File: src/rtl/exc_entry_pkg.sv
package exc_entry_pkg;
  localparam int MODE_W = 5;
  localparam int CODE_W = 3;
  localparam int NUM_BANKS = 5;
  localparam int BANK_W = $clog2(NUM_BANKS);
  localparam int IDIS_BIT = 7;

  localparam logic [MODE_W-1:0] MODE_USER = 5'h10;
  localparam logic [MODE_W-1:0] MODE_SUSR = 5'h1F;
  localparam logic [MODE_W-1:0] MODE_PRIV = 5'h13;
  localparam logic [MODE_W-1:0] MODE_TRAP = 5'h17;
  localparam logic [MODE_W-1:0] MODE_EXTN = 5'h1B;
  localparam logic [MODE_W-1:0] MODE_INTR = 5'h12;

  typedef struct packed {
    logic              swap;
    logic [BANK_W-1:0] oldBank;
    logic [BANK_W-1:0] newBank;
    logic              enter;
    logic              upd;
    logic              wr;
    logic [1:0]        wrSel;
    logic              errSet;
    logic [31:0]       vec;
    logic [31:0]       nextStatus;
  } strobe_t;

  function automatic logic modeKnown(input logic [MODE_W-1:0] m);
    return m inside {MODE_USER, MODE_SUSR, MODE_PRIV, MODE_TRAP, MODE_EXTN, MODE_INTR};
  endfunction

  function automatic logic [BANK_W-1:0] modeBank(input logic [MODE_W-1:0] m);
    case (m)
      MODE_PRIV: return BANK_W'(1);
      MODE_TRAP: return BANK_W'(2);
      MODE_EXTN: return BANK_W'(3);
      MODE_INTR: return BANK_W'(4);
      default:   return BANK_W'(0);
    endcase
  endfunction
endpackage

File: src/rtl/exc_entry_ctrl.sv
module exc_entry_ctrl
  import exc_entry_pkg::*;
#(
  parameter logic [31:0] HI_VEC_BASE = 32'hFFFF_0000
) (
  input  logic              clk,
  input  logic              rstN,
  input  logic              excReq,
  input  logic [CODE_W-1:0] excCode,
  input  logic              modeReq,
  input  logic [MODE_W-1:0] reqMode,
  input  logic [31:0]       statusIn,
  input  logic              hiVec,
  input  logic              wrEn,
  input  logic [1:0]        wrSel,
  output strobe_t           strobes,
  output logic              errFlag
);
  logic [MODE_W-1:0] oldMode;
  logic [MODE_W-1:0] tgtMode;
  logic [7:0]        vecOff;
  logic              codeOk;

  assign oldMode = statusIn[MODE_W-1:0];

  always_comb begin
    codeOk = 1'b1;
    tgtMode = MODE_PRIV;
    vecOff = 8'h08;
    case (excCode)
      3'd0: begin tgtMode = MODE_PRIV; vecOff = 8'h08; end
      3'd1: begin tgtMode = MODE_TRAP; vecOff = 8'h0C; end
      3'd2: begin tgtMode = MODE_TRAP; vecOff = 8'h10; end
      3'd3: begin tgtMode = MODE_INTR; vecOff = 8'h18; end
      default: codeOk = 1'b0;
    endcase
  end

  always_comb begin
    strobes = '0;
    strobes.oldBank = modeBank(oldMode);
    strobes.wrSel = wrSel;
    if (excReq) begin
      if (!codeOk || !modeKnown(oldMode)) begin
        strobes.errSet = 1'b1;
      end else begin
        strobes.newBank = modeBank(tgtMode);
        strobes.swap = (tgtMode != oldMode);
        strobes.enter = 1'b1;
        strobes.upd = 1'b1;
        strobes.vec = 32'(vecOff) + (hiVec ? HI_VEC_BASE : 32'h0);
        strobes.nextStatus = statusIn;
        strobes.nextStatus[MODE_W-1:0] = tgtMode;
        strobes.nextStatus[IDIS_BIT] = 1'b1;
      end
    end else if (modeReq) begin
      if (!modeKnown(oldMode) || !modeKnown(reqMode)) begin
        strobes.errSet = 1'b1;
      end else begin
        strobes.newBank = modeBank(reqMode);
        strobes.swap = (reqMode != oldMode);
        strobes.upd = 1'b1;
        strobes.nextStatus = statusIn;
        strobes.nextStatus[MODE_W-1:0] = reqMode;
      end
    end else if (wrEn) begin
      strobes.wr = 1'b1;
    end
  end

  always_ff @(posedge clk) begin
    if (!rstN) errFlag <= 1'b0;
    else if (strobes.errSet) errFlag <= 1'b1;
  end

  // error flag is sticky
  assert_err_sticky_R9: assert property (@(posedge clk) disable iff (!rstN)
    errFlag |=> errFlag);
  // only one kind of action per cycle
  assert_one_action_R10: assert property (@(posedge clk) disable iff (!rstN)
    $onehot0({strobes.upd, strobes.wr, strobes.errSet}));
endmodule

File: src/rtl/exc_entry_dp.sv
module exc_entry_dp
  import exc_entry_pkg::*;
#(
  parameter int DATA_W = 32
) (
  input  logic              clk,
  input  logic              rstN,
  input  strobe_t           strobes,
  input  logic [31:0]       statusIn,
  input  logic [31:0]       pcIn,
  input  logic [DATA_W-1:0] wrData,
  output logic [31:0]       statusOut,
  output logic [31:0]       pcOut,
  output logic [DATA_W-1:0] r29Out,
  output logic [DATA_W-1:0] r30Out,
  output logic [31:0]       bsrOut,
  output logic              updValid,
  output logic              pcLoad
);
  logic [DATA_W-1:0] bank29 [NUM_BANKS];
  logic [DATA_W-1:0] bank30 [NUM_BANKS];
  logic [31:0]       bankSr [NUM_BANKS];
  logic [DATA_W-1:0] load29, load30;
  logic [31:0]       loadSr;
  logic              sameBank;

  assign sameBank = (strobes.oldBank == strobes.newBank);

  for (genvar g = 0; g < NUM_BANKS; g++) begin : gBank
    always_ff @(posedge clk) begin
      if (!rstN) begin
        bank29[g] <= '0;
        bank30[g] <= '0;
        bankSr[g] <= '0;
      end else if (strobes.swap && strobes.oldBank == BANK_W'(g)) begin
        bank29[g] <= r29Out;
        bank30[g] <= r30Out;
        bankSr[g] <= bsrOut;
      end
    end
  end

  always_comb begin
    load29 = r29Out;
    load30 = r30Out;
    loadSr = bsrOut;
    if (strobes.swap && !sameBank) begin
      load29 = bank29[strobes.newBank];
      load30 = bank30[strobes.newBank];
      loadSr = bankSr[strobes.newBank];
    end
  end

  always_ff @(posedge clk) begin
    if (!rstN) begin
      r29Out <= '0;
      r30Out <= '0;
      bsrOut <= '0;
      statusOut <= '0;
      pcOut <= '0;
      updValid <= 1'b0;
      pcLoad <= 1'b0;
    end else begin
      updValid <= strobes.upd;
      pcLoad <= strobes.enter;
      if (strobes.upd) begin
        statusOut <= strobes.nextStatus;
        r29Out <= load29;
        r30Out <= strobes.enter ? DATA_W'(pcIn) : load30;
        bsrOut <= strobes.enter ? statusIn : loadSr;
      end else if (strobes.wr) begin
        case (strobes.wrSel)
          2'd0: r29Out <= wrData;
          2'd1: r30Out <= wrData;
          2'd2: bsrOut <= 32'(wrData);
          default: ;
        endcase
      end
      if (strobes.enter) pcOut <= strobes.vec;
    end
  end

  // link register receives the program counter of the entry cycle
  assert_link_pc_R7: assert property (@(posedge clk) disable iff (!rstN)
    strobes.enter |=> r30Out == DATA_W'($past(pcIn)));
  // interrupt disable set on entry
  assert_idis_set_R6: assert property (@(posedge clk) disable iff (!rstN)
    strobes.enter |=> statusOut[IDIS_BIT]);
  // a rejected request changes no live register
  assert_err_hold_R9: assert property (@(posedge clk) disable iff (!rstN)
    strobes.errSet |=> !updValid && $stable(r29Out) && $stable(r30Out) && $stable(bsrOut));
  // plain mode change leaves the program counter alone
  assert_pc_hold_R8: assert property (@(posedge clk) disable iff (!rstN)
    (strobes.upd && !strobes.enter) |=> $stable(pcOut) && !pcLoad);
endmodule

File: src/rtl/exc_entry_top.sv
module exc_entry_top
  import exc_entry_pkg::*;
#(
  parameter int          DATA_W = 32,
  parameter logic [31:0] HI_VEC_BASE = 32'hFFFF_0000
) (
  input  logic              clk,
  input  logic              rstN,
  input  logic              excReq,
  input  logic [2:0]        excCode,
  input  logic              modeReq,
  input  logic [4:0]        reqMode,
  input  logic [31:0]       statusIn,
  input  logic [31:0]       pcIn,
  input  logic              hiVec,
  input  logic              wrEn,
  input  logic [1:0]        wrSel,
  input  logic [DATA_W-1:0] wrData,
  output logic [31:0]       statusOut,
  output logic [31:0]       pcOut,
  output logic [DATA_W-1:0] r29Out,
  output logic [DATA_W-1:0] r30Out,
  output logic [31:0]       bsrOut,
  output logic              updValid,
  output logic              pcLoad,
  output logic              errFlag
);
  strobe_t strobes;

  exc_entry_ctrl #(.HI_VEC_BASE(HI_VEC_BASE)) uCtrl (
    .clk(clk), .rstN(rstN), .excReq(excReq), .excCode(excCode),
    .modeReq(modeReq), .reqMode(reqMode), .statusIn(statusIn), .hiVec(hiVec),
    .wrEn(wrEn), .wrSel(wrSel), .strobes(strobes), .errFlag(errFlag)
  );

  exc_entry_dp #(.DATA_W(DATA_W)) uDp (
    .clk(clk), .rstN(rstN), .strobes(strobes), .statusIn(statusIn), .pcIn(pcIn),
    .wrData(wrData), .statusOut(statusOut), .pcOut(pcOut), .r29Out(r29Out),
    .r30Out(r30Out), .bsrOut(bsrOut), .updValid(updValid), .pcLoad(pcLoad)
  );

  // update pulse lasts a single cycle unless requests continue
  assert_upd_pulse_R11: assert property (@(posedge clk) disable iff (!rstN)
    (updValid && !$past(excReq) && !$past(modeReq)) |-> 1'b0);
endmodule

File: config.mk
export PLATFORM = sky130hd
export DESIGN_NAME = exc_entry_top
export DESIGN_NICKNAME = d
export VERILOG_FILES = /design/src/rtl/exc_entry_pkg.sv /design/src/rtl/exc_entry_ctrl.sv /design/src/rtl/exc_entry_dp.sv /design/src/rtl/exc_entry_top.sv
export SDC_FILE = /design/constraint.sdc
export NUM_CORES = 1
export LEC_CHECK = 0
export ABC_AREA = 1
export BUFFER_PORTS_ARGS = -buffer_cell sky130_fd_sc_hd__buf_4
export CAP_MARGIN = 15
export CELL_PAD_IN_SITES_DETAIL_PLACEMENT = 0
export CELL_PAD_IN_SITES_GLOBAL_PLACEMENT = 1
export CORE_MARGIN = 5
export CORE_UTILIZATION = 49
export CTS_CLUSTER_DIAMETER = 200
export DETAILED_ROUTE_END_ITERATION = 12
export PLACE_DENSITY = 0.88
export SYNTH_ARGS = -nofsm -noshare
export SYNTH_HDL_FRONTEND = slang
export SYNTH_HIERARCHICAL = 1
export SYNTH_SLANG_ARGS = --single-unit
File: constraint.sdc
create_clock -name clk -period 14.27 [get_ports clk]
set_input_delay 2.854 -clock clk [delete_from_list [all_inputs] [get_ports clk]]
set_output_delay 2.854 -clock clk [all_outputs]
set_load 0.01 [all_outputs]
== Word level (Yosys, flattened, before mapping) ==
Memories as Yosys holds them, arrays and structs flattened.
Cells that the tools add are included.

* $add $sub $neg: 1
* Multiply operators: 0
* Div/mod/pow operators: 0
* $lt $le $gt $ge: 0
* Equality and inequality tests: 30
* Shift operators: 0
* Mux-type cells: 76
* Bitwise operators: 15
* Reduce and logical (&&, ||, !) cells: 26

{| class="wikitable"
|+ Operators by type and width
! cell !! count
|-
| 2-to-1 mux 32 bit || 34
|-
| == test 5 bit, second input constant || 16
|-
| 2-to-1 mux 64 bit || 1
|-
| one-hot mux 3 bit (4 select lines) || 3
|-
| adder 5 x 32 -> 32 bit || 1
|-
| 2-to-1 mux 1 bit || 32
|-
| OR 1 bit || 15
|-
| one-hot mux 5 bit (3 select lines) || 1
|-
| == test 3 x 2 -> 1 bit, second input constant || 4
|-
| nonzero test 6 bit || 2
|-
| != test 5 bit || 2
|-
| 2-to-1 mux 3 bit || 3
|-
| AND reduction 3 bit || 3
|-
| nonzero test 2 bit || 4
|-
| == test 3 x 1 -> 1 bit, second input constant || 2
|-
| logical AND 1 bit || 6
|-
| zero test 3 bit || 2
|-
| one-hot mux 3 bit (2 select lines) || 1
|-
| 2-to-1 mux 5 bit || 1
|-
| zero test 1 bit || 4
|-
| OR reduction 4 bit || 1
|-
| == test 3 bit || 1
|-
| == test 3 bit, second input constant || 1
|-
| != test 3 x 2 -> 1 bit, second input constant || 1
|-
| 6 further kinds || 7
|}

* Register bits: 163
* Bits in latches: 0
* Memory bits (writable): 480
* Memory bits (read-only): 0
* Bits of input ports: 112
* Output and inout bits: 163
* Logic and storage cells: 159
* Memories: 3

{| class="wikitable"
|+ Memories
! name !! depth !! width !! read ports !! clocked after Yosys merged registers in !! wr ports !! line !! source
|-
| uDp.bank29 || 5 || 32 || 1 || 0 || 5 || exc_entry_dp.sv:20 || <nowiki>logic [DATA_W-1:0] bank29 [NUM_BANKS];</nowiki>
|-
| uDp.bank30 || 5 || 32 || 1 || 0 || 5 || exc_entry_dp.sv:21 || <nowiki>logic [DATA_W-1:0] bank30 [NUM_BANKS];</nowiki>
|-
| uDp.bankSr || 5 || 32 || 1 || 0 || 5 || exc_entry_dp.sv:22 || <nowiki>logic [31:0] bankSr [NUM_BANKS];</nowiki>
|}

== Depth between registers and ports, before layout ==
* Depth in word-level cells: 13
* Depth in mapped cells: 22
* Depth with buffers taken out: 19

== By module ==
Netlist, hierarchy kept.

{| class="wikitable"
|+ Modules (own cells, without submodules)
! module !! times used !! cells an instance !! area each (µm²) !! sequential area each (µm²)
|-
| exc_entry_dp || 1 || 3296 || 28442.3 || 17656.9
|-
| exc_entry_ctrl || 1 || 168 || 1119.8 || 20.0
|}

== Least setup slack after synthesis ==
Ideal clock, no wire load.

* Path type: input port to flip-flop
* Start point: in reqMode[2]
* End point: mem uDp.bank29[1][0], enable pin
* Library setup time: 0.458 ns
* Arrival: 6.229 ns
* Data required time: 13.812 ns
* Path slack: 7.584 ns
* Stages: 12
* Path buffers: 1
* Cells stage by stage: nor2_1 -> nand3_1 -> nand2_1 -> nor2_1 -> nor2_2 -> nand3_4 -> buf_6 -> o21ai_2 -> inv_1 -> nor2_2 -> nand3_1 -> nand2_1

{| class="wikitable"
|+ RTL lines
! element !! line !! source
|-
| start: declaration || exc_entry_top.sv:12 || <nowiki>input logic [4:0] reqMode,</nowiki>
|-
| end: declaration || exc_entry_dp.sv:20 ||
|}

==> results.yml <==
outcome:
  status: "finished, final reports clean"
layout:
  fillers: 5456
  nets: 3710
  layout-drive-gt1-share_pct: 12.7
  areaGrowthSynthToFinish_pct: 14.9
setup_path:
  cp-endpoint: "uDp/r29Out[2]$_SDFFE_PN0P_"
  crit_type: "input pin to flip-flop"
  slowest_stage: "buf_4"
  crit_chain: "buf_4 -> inv_1 -> nand2_1 -> nor2_2 -> nor2_2 -> nand3_4 -> nand3_4 -> inv_2 -> nand3_1 -> o21ai_4 -> buf_4 -> buf_4 -> nor2_1 -> nor2_1 -> o21ai_0 -> nand3_1 -> nand2_1 -> nand2_1 -> nor2_1 -> nor2_1"
  critPathMaxStageDelay_ns: 0.82
  r2r_start: "uDp/bank29[2][9]$_SDFFCE_PN0P_"
  end_kind: "flip-flop"
  crit_path_start: "statusIn[2]"
  rr_worst_depth: 8
  critPathMaxFanout: 94
  reg2reg_slack_ns: 13.06
  cpMostUsedCell: "nor2_1"
  reg2reg_to: "uDp/r29Out[9]$_SDFFE_PN0P_"
  worstSetupStartpointType: "input pin"
  required_ns: 14.80
  critPathArrivalTime_ns: 7.71
synth:
  netlist_instances: 3463
  syn_area_per_cell_sq_um: 8.54
  ys_warn_count: 6
  syn_area_sq_um: 29600
clocking:
  cts_buffers: 68
  root_buffer: "clkbuf_16"
  clock_latency_ns: 0.61
  htreeDepth: 3
  cts_tree: "yes"
  clkTransAtPathRegs_ns: 0.06
  ctsResizeCount: 0
  cts.sinks: 643
  clockBufferDepth: 3
  hold_buffers: 0
  post-cts-setup-buffers: 0
sta:
  hold_viol: 0
  fin_skew_ns: 0.0245
  maxSlewHeadroom_pct: 23.7
  tightest_slew_ns: 1.14
  period_share_pct: 50.3
  setup_viol: 0
  whs_ns: 0.477
  slew_viol_final: 0
  rsz0062_at_grt: "false"
  min_period_ns: 7.18
  finalSetupTns_ns: 0
  max_freq_mhz: 139
place:
  place_congestion: 0.840
  port_buffers: 274
  hpwlAfterDp_mm: 53.7
detailed_routing:
  remaining_drc_errors: 0
  drt_wl_total_mm: 94.2
  vias: 24049
  drtPass1Iterations: 6
  drtIter0Drc: 2605
  detail-route-antenna-nets: 0
  via_per_inst: 5.42
  detail_route.wl_per_cell_um: 21.2
global_routing:
  antenna_found_initial: 4
  grt_pass1_vias: 22853
  grt_pass1_wl_mm: 140
  grt_max_degree: 95
  overflow: 0
  gr-usage-all-layers_pct: 27.8
power_and_ir_drop:
  ir_worst_vdd_v: 0.0000866
  leakage_nw: 14.4
  power.density_nw_per_um2: 125
floorplan:
  die_y_um: 256
  io-pin-count: 275
  dieArea_sq_um: 65300
  rows: 90
  coreArea_sq_um: 60000
  start_util_pct: 49.2
  die_w_um: 256
min_path:
  hold_path_class: "flip-flop to flip-flop"
flow_run:
  maxCapViolCount: 0
[worst max-delay path, delay by kind of cell]
| family | cells | cell delay [ns] |
|---|---|---|
| AOI/OAI and AO/OA | 2 | 0.23 |
| and+or+nand+nor | 13 | 1.98 |
| buffers and inverters | 5 | 2.49 |
[cell type report]
type / instances / area (sq um) / share of cell area (%)
Sequential cell: 643 / 17700 / 52.1
Clock buffer: 102 / 1980 / 5.85
Tap cell: 782 / 978 / 2.88
Inverter: 179 / 686 / 2.02
Antenna cell: 3 / 7.51 / 0.0221
Timing Repair Buffer: 306 / 2300 / 6.78
Clock inverter: 24 / 274 / 0.807
Multi-Input combinational cell: 2400 / 10000 / 29.6
[metal layers]
metal	vias up	routed length (um)	track usage [%]
met1	11401	37000	36.7
li1	11360	-	-
met5	-	0	0
met3	184	9270	5.82
met2	1104	43700	44.3
met4	0	4280	13.0
[cell usage in the layout (no fill, tap or decap), types with 5 or more instances in the layout]
| master | count |
|---|---|
| o21ai_0 | 130 |
| a21boi_2 | 21 |
| clkbuf_8 | 7 |
| inv_6 | 5 |
| nor2_1 | 1073 |
| nand2_4 | 6 |
| clkbuf_1 | 23 |
| nand3_1 | 290 |
| inv_1 | 170 |
| clkbuf_16 | 72 |
| conb_1 | 13 |
| edfxtp_1 | 480 |
| nand2_1 | 755 |
| bufinv_16 | 5 |
| clkinv_2 | 8 |
| nand4_1 | 6 |
| buf_4 | 305 |
| nor2_2 | 5 |
| a21oi_1 | 68 |
| dfxtp_1 | 163 |
[state kept, by name, indices dropped and copies added (netlist names), 32 cells and up]
register / cells
uDp/pcOut: 32
uDp/bsrOut: 32
uDp/bank30: 160
uDp/r29Out: 32
uDp/bank29: 160
uDp/statusOut: 32
uDp/bankSr: 160
uDp/r30Out: 32
[report_power, final]
| part | internal [mW] | leakage, nW | switching (mW) |
|---|---|---|---|
| Combinational | 0.103 | 7.02 | 0.235 |
| Clock | 1.06 | 1.10 | 0.732 |
| Sequential | 2.08 | 6.29 | 0.0308 |
| Total | 3.24 | 14.4 | 0.998 |
[stage by stage]
step                      cell area (sq um)  setup WS (ns)  cells  total power [mW]  utilization [%]
after floorplan                       29600           7.58   3475              2.33                -
after global placement                31700           6.61   4310              2.48             52.8
after detailed placement              31700           6.55   4310              2.48             52.8
after CTS                             33900           7.18   4436              4.26             56.6
after global routing                  34000           6.71   4439              4.38             56.6
final                                 34000           7.09   4439              4.24             56.6
[worst min-delay path by stage]
stage / startpoint / to / slack (ns) / cells past startpoint
final: uCtrl/errFlag$_SDFFE_PN0P_ / uCtrl/errFlag$_SDFFE_PN0P_ / 0.48 / 2
after global routing: uCtrl/errFlag$_SDFFE_PN0P_ / uCtrl/errFlag$_SDFFE_PN0P_ / 0.49 / 2
after CTS: uCtrl/errFlag$_SDFFE_PN0P_ / uCtrl/errFlag$_SDFFE_PN0P_ / 0.48 / 2
after detailed placement: uCtrl/errFlag$_SDFFE_PN0P_ / uCtrl/errFlag$_SDFFE_PN0P_ / 0.47 / 2
after global placement: uCtrl/errFlag$_SDFFE_PN0P_ / uCtrl/errFlag$_SDFFE_PN0P_ / 0.45 / 2
after floorplan: uCtrl/errFlag$_SDFFE_PN0P_ / uCtrl/errFlag$_SDFFE_PN0P_ / 0.47 / 2
Note: power is estimated with default switching activity, not from simulation.
